**src/rtl/fmac_pkg.sv**
```systemverilog
package fmac_pkg;
   typedef enum logic [1:0] {
      OP_MPY = 2'd0,
      OP_MAC = 2'd1,
      OP_MAS = 2'd2,
      OP_NOP = 2'd3
   } fmac_op_e;

   typedef enum logic [1:0] {
      SRC_PORT = 2'd0,
      SRC_TREG = 2'd1,
      SRC_ACCH = 2'd2,
      SRC_ALT  = 2'd3
   } fmac_src_e;
endpackage

```
**src/rtl/fmac_opnd.sv**
```systemverilog
// Operand extension: 16-bit value to 17-bit two's complement
module fmac_opnd #(
   parameter int IN_W = 16
) (
   input  logic [IN_W-1:0]      raw,
   input  logic                 is_signed,
   output logic signed [IN_W:0] ext
);
   always_comb begin
      ext = $signed({is_signed & raw[IN_W-1], raw});
   end
endmodule

```
**src/rtl/fmac_mult.sv**
```systemverilog
// Signed multiplier with optional one-bit fractional doubling
module fmac_mult #(
   parameter int OPW    = 17,
   parameter int PROD_W = 2*OPW + 1
) (
   input  logic signed [OPW-1:0]    a,
   input  logic signed [OPW-1:0]    b,
   input  logic                     frac,
   output logic signed [PROD_W-1:0] prod
);
   localparam int RAW_W = 2*OPW;
   logic signed [RAW_W-1:0] raw;

   always_comb begin
      raw  = a * b;
      prod = frac ? {raw, 1'b0} : {raw[RAW_W-1], raw};
   end
endmodule

```
**src/rtl/fmac_post.sv**
```systemverilog
// Add/subtract, rounding and range limiting of the next accumulator value
module fmac_post
   import fmac_pkg::*;
#(
   parameter int ACC_W   = 40,
   parameter int PROD_W  = 35,
   parameter int SAT_W   = 32,
   parameter int RND_POS = 15,
   parameter bit HAS_RND = 1'b1,
   parameter bit HAS_SAT = 1'b1
) (
   input  logic [ACC_W-1:0]         acc_q,
   input  logic signed [PROD_W-1:0] prod,
   input  logic [1:0]               op,
   input  logic                     rnd_en,
   input  logic                     sat_en,
   output logic [ACC_W-1:0]         acc_d,
   output logic                     range_hit
);
   localparam int GUARD = ACC_W - SAT_W + 1;
   localparam logic [ACC_W-1:0] RND_INC  = ACC_W'(1) << RND_POS;
   localparam logic [ACC_W-1:0] RND_MASK = ~((ACC_W'(1) << (RND_POS + 1)) - ACC_W'(1));
   localparam logic [ACC_W-1:0] LIM_HI   = {{GUARD{1'b0}}, {(SAT_W-1){1'b1}}};
   localparam logic [ACC_W-1:0] LIM_LO   = {{GUARD{1'b1}}, {(SAT_W-1){1'b0}}};

   fmac_op_e         op_e;
   logic [ACC_W-1:0] prod_x;
   logic [ACC_W-1:0] base;
   logic [ACC_W-1:0] sum;
   logic [ACC_W-1:0] rounded;
   logic [GUARD-1:0] top_bits;

   always_comb begin
      op_e   = fmac_op_e'(op);
      prod_x = {{(ACC_W-PROD_W){prod[PROD_W-1]}}, prod};
      base   = (op_e == OP_MPY) ? '0 : acc_q;
      sum    = (op_e == OP_MAS) ? (base - prod_x) : (base + prod_x);
   end

   generate
      if (HAS_RND) begin : g_rnd
         always_comb rounded = rnd_en ? ((sum + RND_INC) & RND_MASK) : sum;
      end else begin : g_nornd
         logic unused_rnd;
         always_comb begin
            unused_rnd = rnd_en;
            rounded    = sum;
         end
      end
   endgenerate

   always_comb begin
      top_bits  = rounded[ACC_W-1:SAT_W-1];
      range_hit = !((&top_bits) || !(|top_bits));
   end

   generate
      if (HAS_SAT) begin : g_sat
         always_comb begin
            if (sat_en && range_hit)
               acc_d = rounded[ACC_W-1] ? LIM_LO : LIM_HI;
            else
               acc_d = rounded;
         end
      end else begin : g_nosat
         logic unused_sat;
         always_comb begin
            unused_sat = sat_en;
            acc_d      = rounded;
         end
      end
   endgenerate
endmodule

```
**src/rtl/fmac_unit.sv**
```systemverilog
module fmac_unit
   import fmac_pkg::*;
#(
   parameter int IN_W    = 16,
   parameter int ACC_W   = 40,
   parameter int SAT_W   = 32,
   parameter int RND_POS = 15,
   parameter bit HAS_RND = 1'b1,
   parameter bit HAS_SAT = 1'b1
) (
   input  logic             clk,
   input  logic             rst_n,
   input  logic             go,
   input  logic [1:0]       op,
   input  logic [IN_W-1:0]  a_in,
   input  logic             a_signed,
   input  logic [1:0]       a_src,
   input  logic [IN_W-1:0]  b_in,
   input  logic             b_signed,
   input  logic             t_load,
   input  logic             frac_en,
   input  logic             rnd_en,
   input  logic             sat_en,
   input  logic             ovf_clr,
   output logic [ACC_W-1:0] acc,
   output logic             ovf,
   output logic             zero
);
   localparam int OPW    = IN_W + 1;
   localparam int PROD_W = 2*OPW + 1;

   generate
      if (ACC_W <= PROD_W) begin : g_chk_acc
         $error("fmac_unit: ACC_W must exceed the doubled product width");
      end
      if (SAT_W < IN_W || SAT_W >= ACC_W) begin : g_chk_sat
         $error("fmac_unit: SAT_W must lie in [IN_W, ACC_W)");
      end
      if (RND_POS + 1 >= SAT_W) begin : g_chk_rnd
         $error("fmac_unit: RND_POS must sit below the saturation range");
      end
   endgenerate

   logic [IN_W-1:0]         treg_q;
   logic [ACC_W-1:0]        acc_q;
   logic                    ovf_q;
   logic [IN_W-1:0]         a_raw;
   logic signed [OPW-1:0]   a_x;
   logic signed [OPW-1:0]   b_x;
   logic signed [PROD_W-1:0] prod;
   logic [ACC_W-1:0]        acc_d;
   logic                    range_hit;
   logic                    upd;

   always_comb begin
      unique case (fmac_src_e'(a_src))
         SRC_TREG: a_raw = treg_q;
         SRC_ACCH: a_raw = acc_q[SAT_W-1:SAT_W-IN_W];
         default:  a_raw = a_in;
      endcase
      upd = go && (fmac_op_e'(op) != OP_NOP);
   end

   fmac_opnd #(.IN_W(IN_W)) u_ext_a (.raw(a_raw), .is_signed(a_signed), .ext(a_x));
   fmac_opnd #(.IN_W(IN_W)) u_ext_b (.raw(b_in),  .is_signed(b_signed), .ext(b_x));

   fmac_mult #(.OPW(OPW), .PROD_W(PROD_W)) u_mult (
      .a(a_x), .b(b_x), .frac(frac_en), .prod(prod)
   );

   fmac_post #(
      .ACC_W(ACC_W), .PROD_W(PROD_W), .SAT_W(SAT_W), .RND_POS(RND_POS),
      .HAS_RND(HAS_RND), .HAS_SAT(HAS_SAT)
   ) u_post (
      .acc_q(acc_q), .prod(prod), .op(op), .rnd_en(rnd_en), .sat_en(sat_en),
      .acc_d(acc_d), .range_hit(range_hit)
   );

   always_ff @(posedge clk) begin
      if (!rst_n) begin
         treg_q <= '0;
         acc_q  <= '0;
         ovf_q  <= 1'b0;
      end else begin
         if (t_load) treg_q <= a_in;
         if (upd)    acc_q  <= acc_d;
         if (upd && range_hit) ovf_q <= 1'b1;
         else if (ovf_clr)     ovf_q <= 1'b0;
      end
   end

   always_comb begin
      acc  = acc_q;
      ovf  = ovf_q;
      zero = (acc_q == '0);
   end
endmodule

```
**config.mk**
```make
export PLATFORM = sky130hd
export DESIGN_NAME = fmac_unit
export DESIGN_NICKNAME = d
export VERILOG_FILES = /design/src/rtl/fmac_pkg.sv /design/src/rtl/fmac_opnd.sv /design/src/rtl/fmac_mult.sv /design/src/rtl/fmac_post.sv /design/src/rtl/fmac_unit.sv
export SDC_FILE = /design/constraint.sdc
export NUM_CORES = 1
export LEC_CHECK = 0
export ABC_AREA = 1
export BUFFER_PORTS_ARGS = -buffer_cell sky130_fd_sc_hd__buf_2
export CAP_MARGIN = 20
export CELL_PAD_IN_SITES_DETAIL_PLACEMENT = 1
export CELL_PAD_IN_SITES_GLOBAL_PLACEMENT = 2
export CORE_MARGIN = 10
export CORE_UTILIZATION = 39
export CTS_BUF_LIST = sky130_fd_sc_hd__clkbuf_16
export DETAILED_ROUTE_END_ITERATION = 12
export PLACE_DENSITY_LB_ADDON = 0.1
export SKIP_CTS_REPAIR_TIMING = 1
export SLEW_MARGIN = 30
export SYNTH_ARGS = -nofsm -noshare
export SYNTH_HDL_FRONTEND = slang
export SYNTH_SLANG_ARGS = --single-unit
```
**constraint.sdc**
```tcl
create_clock -name clk -period 14.94 [get_ports clk]
set_input_delay 0.747 -clock clk [delete_from_list [all_inputs] [get_ports clk]]
set_output_delay 0.747 -clock clk [all_outputs]
set_load 0.02 [all_outputs]
```
==> impl_metrics.ini, run 1 <==
[status]
outcome = finished clean

[layout]
nNetsFinal = 3705
drive_gt1_share_pct = 6.885
diodes = 0
n_fill_cell = 7014
area_delta_synth_final_pct = 6.678

[placed_design]
port_buffers = 87
gp_congestion = 0.9787
post-dp-hpwl_um = 70460

[grt]
grt_max_degree = 50
grt_util_all_layers_pct = 26.08
grt_pass1_vias = 21480
grt_pass1_wl_um = 126700
grt-ovfl-total = 0
antenna_found_initial = 2

[cts]
cts.path.max_buffers = 2
clk_latency_ns = 0.37
cts_sinks = 57
cts_max_level = 3
cts_root_buf = clkbuf_16
clk_pin_slew_worst_paths_ns = 0.06
cts_tree = built
cts_inserted_buffers = 9

[synth]
yosys.cell_types.count = 45
synthTopCellsByArea = fa_1 29%, nand2_1 17%, inv_1 13%
yosysTopAreaCell = fa_1
yosysWarningCount = 0
ys_async_sr_fraction_pct = 0
syn-num-nets = 3661
synth_compound_area_share_pct = 6.193
synth_edf_count = 0
synth_area_um2 = 20370
synthSimpleGateAreaFrac_pct = 33.74
synth_mux_area_share_pct = 0
ys_ff_latch = 57
synth_top_area_share_pct = 29.19
synthCells = 3190
synth_top_family_by_area = adder cells
synth-xor-area-share_pct = 2.623
synth_fa_ha_area_share_pct = 37.06
synthFlopType = dfxtp_1
syn_area_per_cell_um2 = 6.384
yosysSeqAreaShare_pct = 5.603

[timing]
setup-violations-final = 0
period_share_pct = 90.29
fmax_mhz = 74.13
final_max_slew_viol_count = 0
hold_violations = 0
rsz0062_at_grt = no
maxSlewHeadroom_pct = 33.67
skew_ns = 0.01885
tightest_slew_ns = 0.9950
fin_tns_setup_ns = 0
min_period_ns = 13.49

[floorplanning]
die_y_um = 248.5
coreArea_um2 = 51510
pin_count = 88
die-area_um2 = 61760
die_width_um = 248.5
num_rows = 83
start_util_pct = 39.54

[route]
first_iter_violations = 1288
dr_total_vias = 20420
via_per_inst = 5.211
antenna_left = 0
drt_first_pass_iters = 5
wl_um = 81410
drc = 0
wl_per_cell_um = 20.77

[worst_setup_path]
critPathArrivalTime_ns = 13.72
reg2regPathDepth = 56
cp-start-kind = input port
critPathSlowestCell = ha_1
crit_type = in2reg
cp_common_cell = nand2_1
critical_path_required_ns = 15.17
critical-path-max-stage-delay_ns = 0.63
cp-end-kind = register
worstPathMaxFanout = 39

[min_path]
hp-class = reg2reg
hold_path_depth = 2

[flow_run]
drv_cap = 0
[area by class of cell]
| class | instances | area [um2] | share of cell area (%) |
|---|---|---|---|
| well taps | 680 | 850.8 | 3.916 |
| clock inverters | 7 | 70.07 | 0.3225 |
| clock buffers | 9 | 225.2 | 1.037 |
| multi-input cells | 2350 | 16220 | 74.64 |
| flip-flops and latches | 57 | 1141 | 5.252 |
| repair buffers | 100 | 533.0 | 2.453 |
| inverters | 716 | 2689 | 12.38 |
[worst paths after layout]
| path | startpoint | endpoint | slack (ns) |
|---|---|---|---|
| max | a_src[0] | acc[33]$_SDFFE_PN0P_ | 1.45 |
| min | ovf$_SDFFE_PN0P_ | ovf$_SDFFE_PN0P_ | 0.48 |
| max reg2reg | acc[31]$_SDFFE_PN0P_ | acc[33]$_SDFFE_PN0P_ | 2.23 |
| min reg2reg | ovf$_SDFFE_PN0P_ | ovf$_SDFFE_PN0P_ | 0.48 |
[logic make-up after synthesis]
family / Yosys count
buffers and inverters: 783
AO/OA/AOI/OAI: 216
XOR/XNOR: 61
AND/OR/NAND/NOR: 1648
flip-flops: 57
adder cells (fa/ha/maj): 425
[layout by cell type (no fill, tap or decap), types with 8 or more instances in the layout]
cell / synthesis / layout
o21ai_0: 81 / 76
clkinv_1: 10 / 11
clkbuf_16: 0 / 9
o21ai_1: 8 / 13
a21oi_1: 82 / 82
inv_2: 9 / 9
xnor2_1: 21 / 21
inv_1: 697 / 696
dfxtp_1: 57 / 57
fa_1: 297 / 297
nand4_1: 56 / 56
ha_1: 128 / 128
nor3_1: 8 / 8
nand3b_1: 11 / 11
nor2_2: 23 / 24
a221o_1: 15 / 15
nand3_1: 150 / 150
nand2_2: 29 / 29
buf_2: 5 / 87
buf_4: 2 / 13
xor2_1: 40 / 40
nand2_1: 918 / 918
or2_2: 12 / 12
nor2_1: 413 / 412
a21oi_2: 14 / 14
nor4_1: 11 / 11
[cells in the mapped netlist, types with 5 or more instances]
master    instances
nand2_1         918
inv_1           697
nor2_1          413
fa_1            297
nand3_1         150
ha_1            128
a21oi_1          82
o21ai_0          81
dfxtp_1          57
nand4_1          56
clkbuf_1         49
xor2_1           40
nand2_2          29
nor2_2           23
xnor2_1          21
a221o_1          15
a21oi_2          14
or2_2            12
nand3b_1         11
nor4_1           11
clkinv_1         10
inv_2             9
nor3_1            8
o21ai_1           8
buf_1             5
buf_2             5
nand3_2           5
o21bai_1          5
[sequential cells by signal, summed over array words and instances (netlist names)]
signal and cells:
ovf 1, acc 40, treg_q 16
[per-layer routing]
metal  up-vias  share of wire (%)  global-route usage (%)
li1       9627                  -                       -
met1     10110                 49                   38.58
met2       621                 42                   38.78
met3        66                7.5                   5.767
met4         4                1.3                   3.352
met5         -              0.032                       0
[through the flow]
step	cell area (um2)	instances	setup WS [ns]	util (%)	hold slack, ns
after floorplan	20370	3190	4.761	-	0.4626
after global placement	21430	3903	1.351	41.60	0.4541
after detailed placement	21430	3903	1.114	41.60	0.4827
after CTS	21720	3919	1.464	42.18	0.4919
after global routing	21730	3919	0.3988	42.18	0.5092
final	21730	3919	1.451	42.18	0.4785
[critical path: cells and delay by family]
family | cells | cell delay (ns)
and+or+nand+nor | 37 | 5.45
xor gates and xnor gates | 1 | 0.15
adders and majority gates | 9 | 4.60
AOI/OAI and AO/OA | 3 | 0.72
buffers and inverters | 10 | 2.01
Power of run 1 is not shown: default switching activity piles up to over one toggle a cycle in this logic, so the estimate is an artifact.
==> run 2: changes to the inputs <==
--- a/config.mk
+++ b/config.mk
@@ -11,10 +11,9 @@
 export CELL_PAD_IN_SITES_DETAIL_PLACEMENT = 1
 export CELL_PAD_IN_SITES_GLOBAL_PLACEMENT = 2
 export CORE_MARGIN = 10
-export CORE_UTILIZATION = 39
-export CTS_BUF_LIST = sky130_fd_sc_hd__clkbuf_16
+export CORE_UTILIZATION = 36
 export DETAILED_ROUTE_END_ITERATION = 12
-export PLACE_DENSITY_LB_ADDON = 0.1
+export PLACE_DENSITY = 0.89
 export SKIP_CTS_REPAIR_TIMING = 1
 export SLEW_MARGIN = 30
 export SYNTH_ARGS = -nofsm -noshare
==> constraint.sdc (replaced) <==
create_clock -name clk -period 14.7 [get_ports clk]
set_input_delay 0.735 -clock clk [delete_from_list [all_inputs] [get_ports clk]]
set_output_delay 0.735 -clock clk [all_outputs]
set_load 0.02 [all_outputs]
==> run 2 against run 1 <==
  * Sequential share of layout area barely moved
  * First-iteration DRC count fell by 8.2%
  * Clock-buffer cell count grew 2
  * Worst hold slack got worse by 0.00056 ns
  * Flip-flop and latch count unchanged
  * Cell count up 2.0%
  * Via count down 0.31%
  * Die area up 7.6%
  * Non-clock buffer count grew 3
  * Setup slack lost 0.066 ns
==> impl_metrics.ini, run 2 (same netlist as run 1, synthesis figures left out) <==
[timing]
rsz0062_at_grt = no
hold_violations = 0
min_period_ns = 13.32
fin_ws_ns = 1.385
fin_tns_setup_ns = 0
tightest_slew_ns = 0.9896
fmax_mhz = 75.10
maxSlewHeadroom_pct = 34.03
setup-violations-final = 0
period_share_pct = 90.58
skew_ns = 0.01476
final_max_slew_viol_count = 0

[placed_design]
port_buffers = 87
place_ws_ns = 1.166
gp_congestion = 0.9833
post-dp-hpwl_um = 69430
dp_cells = 3982

[layout]
area.sequential_um2 = 1141
nNetsFinal = 3708
area_delta_synth_final_pct = 7.379
multi_input_area_um2 = 16220
largest_register_ffs = 40
final_util_pct = 38.93
n_fill_cell = 7480
stdcell_count = 3998
drive_gt1_share_pct = 6.971
diodes = 0
final_common_cell = nand2_1
final_cell_mix = 918 x nand2_1, 696 x inv_1, 412 x nor2_1

[floorplanning]
die-area_um2 = 66480
start_util_pct = 36.26
pin_count = 88
die_y_um = 257.8
coreArea_um2 = 56170
num_rows = 87
die_width_um = 257.8

[route]
first_iter_violations = 1183
drt-met1-wl_um = 37460
highest_layer = met4
wl_met2_um = 34980
wl_um = 79640
drt_first_pass_iters = 5
via_per_inst = 5.092
wl_met3_um = 5604
dr_total_vias = 20360
wl_per_cell_um = 19.92
antenna_left = 0
drc = 0

[cts]
clk_latency_ns = 0.37
cts_root_buf = clkbuf_16
cts.path.max_buffers = 2
cts_sinks = 57
cts_inserted_buffers = 9
cts_tree = built
clk_pin_slew_worst_paths_ns = 0.05
cts_max_level = 3

[worst_setup_path]
cp_common_cell = nand2_1
r2r_start = acc[31]$_SDFFE_PN0P_
cp-start-kind = input port
r2r-end = acc[33]$_SDFFE_PN0P_
cp-end-kind = register
crit_type = in2reg
critical-path-max-stage-delay_ns = 0.69
path_buf_inv = 10
cp_top_family = simple AND/OR/NAND/NOR gates
critPathArrivalTime_ns = 13.59
worstPathMaxFanout = 39
critical_path_required_ns = 14.98
critPathSlowestCell = inv_2
reg2regPathDepth = 55
rrSetupSlack_ns = 2.21

[min_path]
hp-start = ovf$_SDFFE_PN0P_
hp-class = reg2reg
hold_path_depth = 2
hold_path_end = ovf$_SDFFE_PN0P_

[flow_run]
drv_cap = 0

[grt]
grt_max_degree = 50
grt_util_all_layers_pct = 24.02
grt_pass1_vias = 22000
grt-ovfl-total = 0
antenna_found_initial = 2
grt_pass1_wl_um = 125600

[status]
outcome = finished clean
==> run 2: changes by cell type in the layout (fill, tap and decap cells not counted), sizes merged <==
cell and delta:
bufinv +1, clkinvlp -3, buf +3, clkbuf +2
==> run 2: final cells by class <==
type	count	area share, %
clock buffers	11	1.110
clock inverters	5	0.3605
inverters	716	12.29
multi-input cells	2350	74.16
flip-flops and latches	57	5.218
well taps	756	4.325
repair buffers	103	2.540
==> run 2: metrics by stage <==
| step | hold slack, ns | cell area (um2) |
|---|---|---|
| 2_1_floorplan | 0.4626 | 20370 |
| 3_3_place_gp | 0.4753 | 21550 |
| 3_5_place_dp | 0.4825 | 21550 |
| 4_1_cts | 0.4911 | 21870 |
| 5_1_grt | 0.4948 | 21870 |
| 6_report | 0.4780 | 21870 |
==> run 2: tightest hold or removal path, cell delays in order (launching register included) <==
cell     delay (ns)
dfxtp_1        0.31
nand2_1        0.06
a21oi_1        0.06
==> run 2: worst max path at each step <==
stage / from / end / slack [ns] / cells after the start
5_1_grt: a_src[0] / acc[32]$_SDFFE_PN0P_ / 0.34 / 60
3_5_place_dp: a_src[0] / acc[32]$_SDFFE_PN0P_ / 1.17 / 57
2_1_floorplan: a_src[0] / acc[16]$_SDFFE_PN0P_ / 4.53 / 60
6_report: a_src[0] / acc[33]$_SDFFE_PN0P_ / 1.38 / 59
4_1_cts: a_src[0] / acc[32]$_SDFFE_PN0P_ / 1.45 / 59
3_3_place_gp: a_src[0] / acc[36]$_SDFFE_PN0P_ / 1.41 / 59
==> run 2: routing by layer <==
metal,vias to the layer above,GRT usage (%)
met4,0,4.574
met2,583,37.76
met5,-,0
li1,9626,-
met3,100,4.759
met1,10050,33.80
Power of run 2 is left out for the same reason.
